--- src/rtl/clkreq_pkg.sv ---
package clkreq_pkg;

    // synchroniser and filter state for one request line
    typedef struct packed {
        logic s1;   // first sync flop
        logic s2;   // second sync flop
        logic s3;   // previous synchronised sample
        logic acc;  // accepted level (active low)
    } dbnc_t;

    localparam int unsigned NUM_REQ = 2;

endpackage

--- src/rtl/clkreq_debounce.sv ---
module clkreq_debounce
    import clkreq_pkg::*;
(
    input  logic clk_i,
    input  logic rst_ni,
    input  logic req_ni,
    output logic acc_no
);
    dbnc_t st_d, st_q;

    always_comb begin
        st_d     = st_q;
        st_d.s1  = req_ni;
        st_d.s2  = st_q.s1;
        st_d.s3  = st_q.s2;
        if (st_q.s2 == st_q.s3) begin
            st_d.acc = st_q.s2;
        end
    end

    always_ff @(posedge clk_i or negedge rst_ni) begin
        if (!rst_ni) begin
            st_q <= '{s1: 1'b1, s2: 1'b1, s3: 1'b1, acc: 1'b1};
        end else begin
            st_q <= st_d;
        end
    end

    assign acc_no = st_q.acc;


    accept_stable_chk: assert property (@(posedge clk_i) disable iff (!rst_ni)
        (st_q.acc != $past(st_q.acc)) |-> ($past(st_q.s2) == $past(st_q.s3)));

endmodule

--- src/rtl/clkreq_map.sv ---
module clkreq_map #(
    parameter int unsigned N_OUT = 8
) (
    input  logic                 clk_i,
    input  logic                 rst_ni,
    input  logic                 we_i,
    input  logic [2*N_OUT-1:0]   wdata_i,
    input  logic                 acc_a_ni,
    input  logic                 acc_b_ni,
    output logic [N_OUT-1:0]     map_a_o,
    output logic [N_OUT-1:0]     map_b_o,
    output logic [N_OUT-1:0]     want_o
);
    localparam int unsigned MAP_W = 2 * N_OUT;

    typedef struct packed {
        logic [MAP_W-1:0] bits;
    } map_t;

    map_t map_d, map_q;

    always_comb begin
        map_d = map_q;
        if (we_i) begin
            map_d.bits = wdata_i;
        end
    end

    always_ff @(posedge clk_i or negedge rst_ni) begin
        if (!rst_ni) begin
            map_q <= '0;
        end else begin
            map_q <= map_d;
        end
    end

    assign map_a_o = map_q.bits[N_OUT-1:0];
    assign map_b_o = map_q.bits[MAP_W-1:N_OUT];

    for (genvar i = 0; i < N_OUT; i++) begin : g_want
        assign want_o[i] = ~(map_a_o[i] | map_b_o[i])
                         | (map_a_o[i] & ~acc_a_ni)
                         | (map_b_o[i] & ~acc_b_ni);
    end


    map_write_chk: assert property (@(posedge clk_i) disable iff (!rst_ni)
        we_i |=> ({map_b_o, map_a_o} == $past(wdata_i)));

endmodule

--- src/rtl/clkreq_gate.sv ---
module clkreq_gate #(
    parameter int unsigned N_OUT = 8
) (
    input  logic             clk_i,
    input  logic             rst_ni,
    input  logic [N_OUT-1:0] want_i,
    output logic [N_OUT-1:0] en_o,
    output logic [N_OUT-1:0] clk_o
);
    logic [N_OUT-1:0] en_d, en_q;
    logic [N_OUT-1:0] en_rise_q;

    always_comb begin
        en_d = want_i;
    end

    // falling-edge register: enables only move while the clock is low
    always_ff @(negedge clk_i or negedge rst_ni) begin
        if (!rst_ni) begin
            en_q <= '1;
        end else begin
            en_q <= en_d;
        end
    end

    for (genvar i = 0; i < N_OUT; i++) begin : g_gate
        assign clk_o[i] = clk_i & en_q[i];
    end

    assign en_o = en_q;

    // copy taken at each rising edge, compared during the high phase
    always_ff @(posedge clk_i or negedge rst_ni) begin
        if (!rst_ni) begin
            en_rise_q <= '1;
        end else begin
            en_rise_q <= en_q;
        end
    end


    en_hold_high_chk: assert property (@(negedge clk_i) disable iff (!rst_ni)
        en_q == en_rise_q);

endmodule

--- src/rtl/clkreq_gate_ctrl.sv ---
module clkreq_gate_ctrl
    import clkreq_pkg::*;
#(
    parameter int unsigned N_OUT = 8
) (
    input  logic               clk_i,
    input  logic               rst_ni,
    input  logic               req_a_ni,
    input  logic               req_b_ni,
    input  logic               map_we_i,
    input  logic [2*N_OUT-1:0] map_wdata_i,
    output logic [N_OUT-1:0]   out_en_o,
    output logic [N_OUT-1:0]   clk_out_o
);
    logic [NUM_REQ-1:0] req_n;
    logic [NUM_REQ-1:0] acc_n;
    logic [N_OUT-1:0]   map_a, map_b, want;

    assign req_n = {req_b_ni, req_a_ni};

    for (genvar g = 0; g < NUM_REQ; g++) begin : g_req
        clkreq_debounce u_dbnc (
            .clk_i  (clk_i),
            .rst_ni (rst_ni),
            .req_ni (req_n[g]),
            .acc_no (acc_n[g])
        );
    end

    clkreq_map #(.N_OUT(N_OUT)) u_map (
        .clk_i    (clk_i),
        .rst_ni   (rst_ni),
        .we_i     (map_we_i),
        .wdata_i  (map_wdata_i),
        .acc_a_ni (acc_n[0]),
        .acc_b_ni (acc_n[1]),
        .map_a_o  (map_a),
        .map_b_o  (map_b),
        .want_o   (want)
    );

    clkreq_gate #(.N_OUT(N_OUT)) u_gate (
        .clk_i  (clk_i),
        .rst_ni (rst_ni),
        .want_i (want),
        .en_o   (out_en_o),
        .clk_o  (clk_out_o)
    );

    for (genvar i = 0; i < N_OUT; i++) begin : g_chk

        unmapped_run_chk: assert property (@(posedge clk_i) disable iff (!rst_ni)
            !(map_a[i] | map_b[i]) |-> out_en_o[i]);
    end

endmodule

--- config.mk ---
export PLATFORM = sky130hd
export DESIGN_NAME = clkreq_gate_ctrl
export DESIGN_NICKNAME = d
export VERILOG_FILES = /design/src/rtl/clkreq_pkg.sv /design/src/rtl/clkreq_debounce.sv /design/src/rtl/clkreq_map.sv /design/src/rtl/clkreq_gate.sv /design/src/rtl/clkreq_gate_ctrl.sv
export SDC_FILE = /design/constraint.sdc
export NUM_CORES = 1
export LEC_CHECK = 0
export CAP_MARGIN = 20
export CORE_AREA = 2 2 56 58
export DETAILED_ROUTE_END_ITERATION = 8
export DIE_AREA = 0 0 58 60
export PLACE_DENSITY = 0.77
export SLEW_MARGIN = 20
export SYNTH_ARGS = -nofsm -noshare
export SYNTH_HDL_FRONTEND = slang
export SYNTH_SLANG_ARGS = --single-unit
--- constraint.sdc ---
create_clock -name clk_i -period 1.21 [get_ports clk_i]
set_input_delay 0.121 -clock clk_i [delete_from_list [all_inputs] [get_ports clk_i]]
set_output_delay 0.121 -clock clk_i [all_outputs]
set_load 0.01 [all_outputs]
==> results.md <==
- Layout Skew: 0.0605 ns
- Max Slew Vio Count: 0
- Post-synthesis cell area: 0.00127 sq mm
- R2r endpoint: u_gate.en_o[6]
- Total wire length: 2760 microns
- Crit path kind: flip-flop to output port
- Vias in the first global route: 1048
- RSZ-0062 raised after global routing: yes
- Worst Setup Slack, final: -0.764 ns
- Nets: 181
- I/O pins: 37
- Met3 Usage GRT: 0.128
- Largest net degree at the start of global routing: 23
- GR peak layer: met2
- Share of cells above drive strength 1: 0.547
- P&R area growth vs syn: 55.7%
- Clock slew at reported path FFs: 0.10 ns
- Most frequent cells in the layout: 20 x clkdlybuf4s50_1, 17 x inv_1, 16 x dfstp_2, 16 x dfrtp_1
- CTS tree: yes
- Die X: 58 microns
- Synth top area cells: dfstp_2 33%, dfrtp_1 32%, mux2_2 11%
- Fillers: 229
- Number of library cell types mapped by synthesis: 12
- Register area share after synthesis: 0.648
- Min-delay src: req_b_ni
- Wirelength per Cell: 14.2 microns
- Slew Limit Headroom: 0.863
- DR vias: 943
- Area after DPL: 0.00178 sq mm
- RR Startpoint: g_req[0].u_dbnc.acc_no
- Clock latency on the worst-skew pair: 0.50 ns
- Syn nets: 115
- Most common library cell in the layout ignoring fill and taps: clkdlybuf4s50_1
- Met1 Use GR: 0.188
- Syn avg cell area: 13.5 sq um
- GP Congestion: 0.663
- Setup TNS: -13.66 ns
- First DRT Iteration DRCs: 15
- FF+latch count, synth: 32
- Pleak: 0.940 nW
- Crit path DAT: 1.85 ns
- DPL Wire Length: 1780 microns
- Core area: 0.00290 sq mm
- Initial antenna violation count: 0
- Die Footprint: 0.00348 sq mm
- Multi-input logic area: 455 sq um
- Yosys top cell area share: 0.332
- Hold Crit Class: primary input to flip-flop
- Post-place setup slack: -0.661 ns
- # diodes: 0
- Length of the first detailed-routing pass in iterations: 3
- DRC: 0
- Hold path endpoint: g_req[1].u_dbnc.st_d[2]
- Total GRT Usage: 0.195
- Final hold vios: 0
- Max_cap viols: 0
- Post-synth top area cell: dfstp_2
- Max VDD drop: 1.18 mV
- Vias per inst: 4.86
- Failing checks: setup timing
- Worst Tran Pin Value: 0.204 ns
- Initial Util: 0.436
- Total grt overflow: 0
- Die Y-Extent: 60 microns
- Critical Path End Type: output port
- Flop2flop setup slack: -0.32 ns
- Reg2Reg Depth: 2
- PortBufs: 36
- CP Launch Type: flip-flop
- First-pass GRT wire length: 4550 microns
- Cell count after synthesis: 94
- CP Max Fanout: 2
- Final Cell Area: 0.00197 sq mm
- Antenna Nets Post-Route: 0
- Status: complete, but fails checks
- GR Util met2: 0.289
- Register Area: 821 sq um
- Site row count: 20
- Pwr dens: 1840 mW/mm^2
- Yosys Warn Count: 0
- Hold depth: 1
- Final setup vio count: 32
- Req. time, crit path: 1.09 ns
-- flip-flops by register name (all words and copies together) (netlist names) --
register / count
u_gate.en_o: 8
g_req.u_dbnc.acc_no: 2
g_req.u_dbnc.st_q: 2
g_req.u_dbnc.st_d: 4
u_map.map_q: 16
-- report_power, final --
part / switching (mW) / internal, mW
logic: 0.172 / 0.292
clock network: 0.803 / 1.06
registers: 0.0760 / 1.22
total: 1.05 / 2.58
-- worst max-delay path: stages (launching register included) --
cell and delay, ns:
dfstp_2 0.52, and2_4 0.13, buf_6 0.10
-- stage by stage --
| step | cells | hold WS, ns | power, mW | utilization |
|---|---|---|---|---|
| 6_report | 194 | 0.0708 | 3.63 | 0.679 |
| 5_1_grt | 194 | 0.0302 | 3.89 | 0.679 |
| 4_1_cts | 193 | 0.0698 | 3.66 | 0.671 |
| 3_5_place_dp | 171 | 0.355 | 2.53 | 0.612 |
| 3_3_place_gp | 171 | 0.347 | 2.51 | 0.612 |
| 2_1_floorplan | 94 | -0.175 | 1.92 | - |
-- what timing repair did --
item | CTS | global route
resized for setup | 96 | 3
setup endpoints to repair | 32 | 32
hold buffers | 1 | 0
hold endpoints to repair | 4 | 0
pin swaps | 1 | 0
setup buffers | 2 | 1
-- logic make-up (layout without fill, tap and decap cells) --
logic type	Yosys count	count (layout)	share of synthesized area
muxes	16	16	0.154
DFF	32	32	0.648
and+or+nand+nor	16	16	0.0632
adders and majority gates	2	2	0.0158
AOI/OAI and AO/OA	16	16	0.0632
buffers and inverters	12	79	0.0553
-- per-layer routing --
layer / up-vias / routed length [microns]
met2: 38 / 1370
met5: - / 0
li1: 443 / -
met1: 451 / 1050
met4: 0 / 80
met3: 11 / 258
-- area by class of cell --
type | count | area share
well taps | 33 | 0.0209
clock inverters | 10 | 0.0190
clock buffers | 18 | 0.0869
flip-flops and latches | 32 | 0.416
inverters | 8 | 0.0152
repair buffers | 43 | 0.211
multi-input cells | 50 | 0.231
-- cells in the mapped netlist, drive strengths merged --
cell type	instances
buf	2
dfrtp	16
dfstp	16
maj3	2
and2	8
o21ai	16
mux2	16
nand2	8
clkbuf	1
inv	9
-- how the worst max path moves through the flow --
stage	startpoint	endpoint	slack [ns]	cells after the start
4_1_cts	u_gate.en_o[3]	clk_out_o[3]	-0.77	2
6_report	u_gate.en_o[3]	clk_out_o[3]	-0.76	2
3_3_place_gp	u_gate.en_o[2]	clk_out_o[2]	-0.65	2
5_1_grt	u_gate.en_o[3]	clk_out_o[3]	-0.83	2
2_1_floorplan	g_req[1].u_dbnc.acc_no	u_gate.en_o[0]	-0.23	2
3_5_place_dp	u_gate.en_o[3]	clk_out_o[3]	-0.66	2
Power figures use the tool's default switching activity.
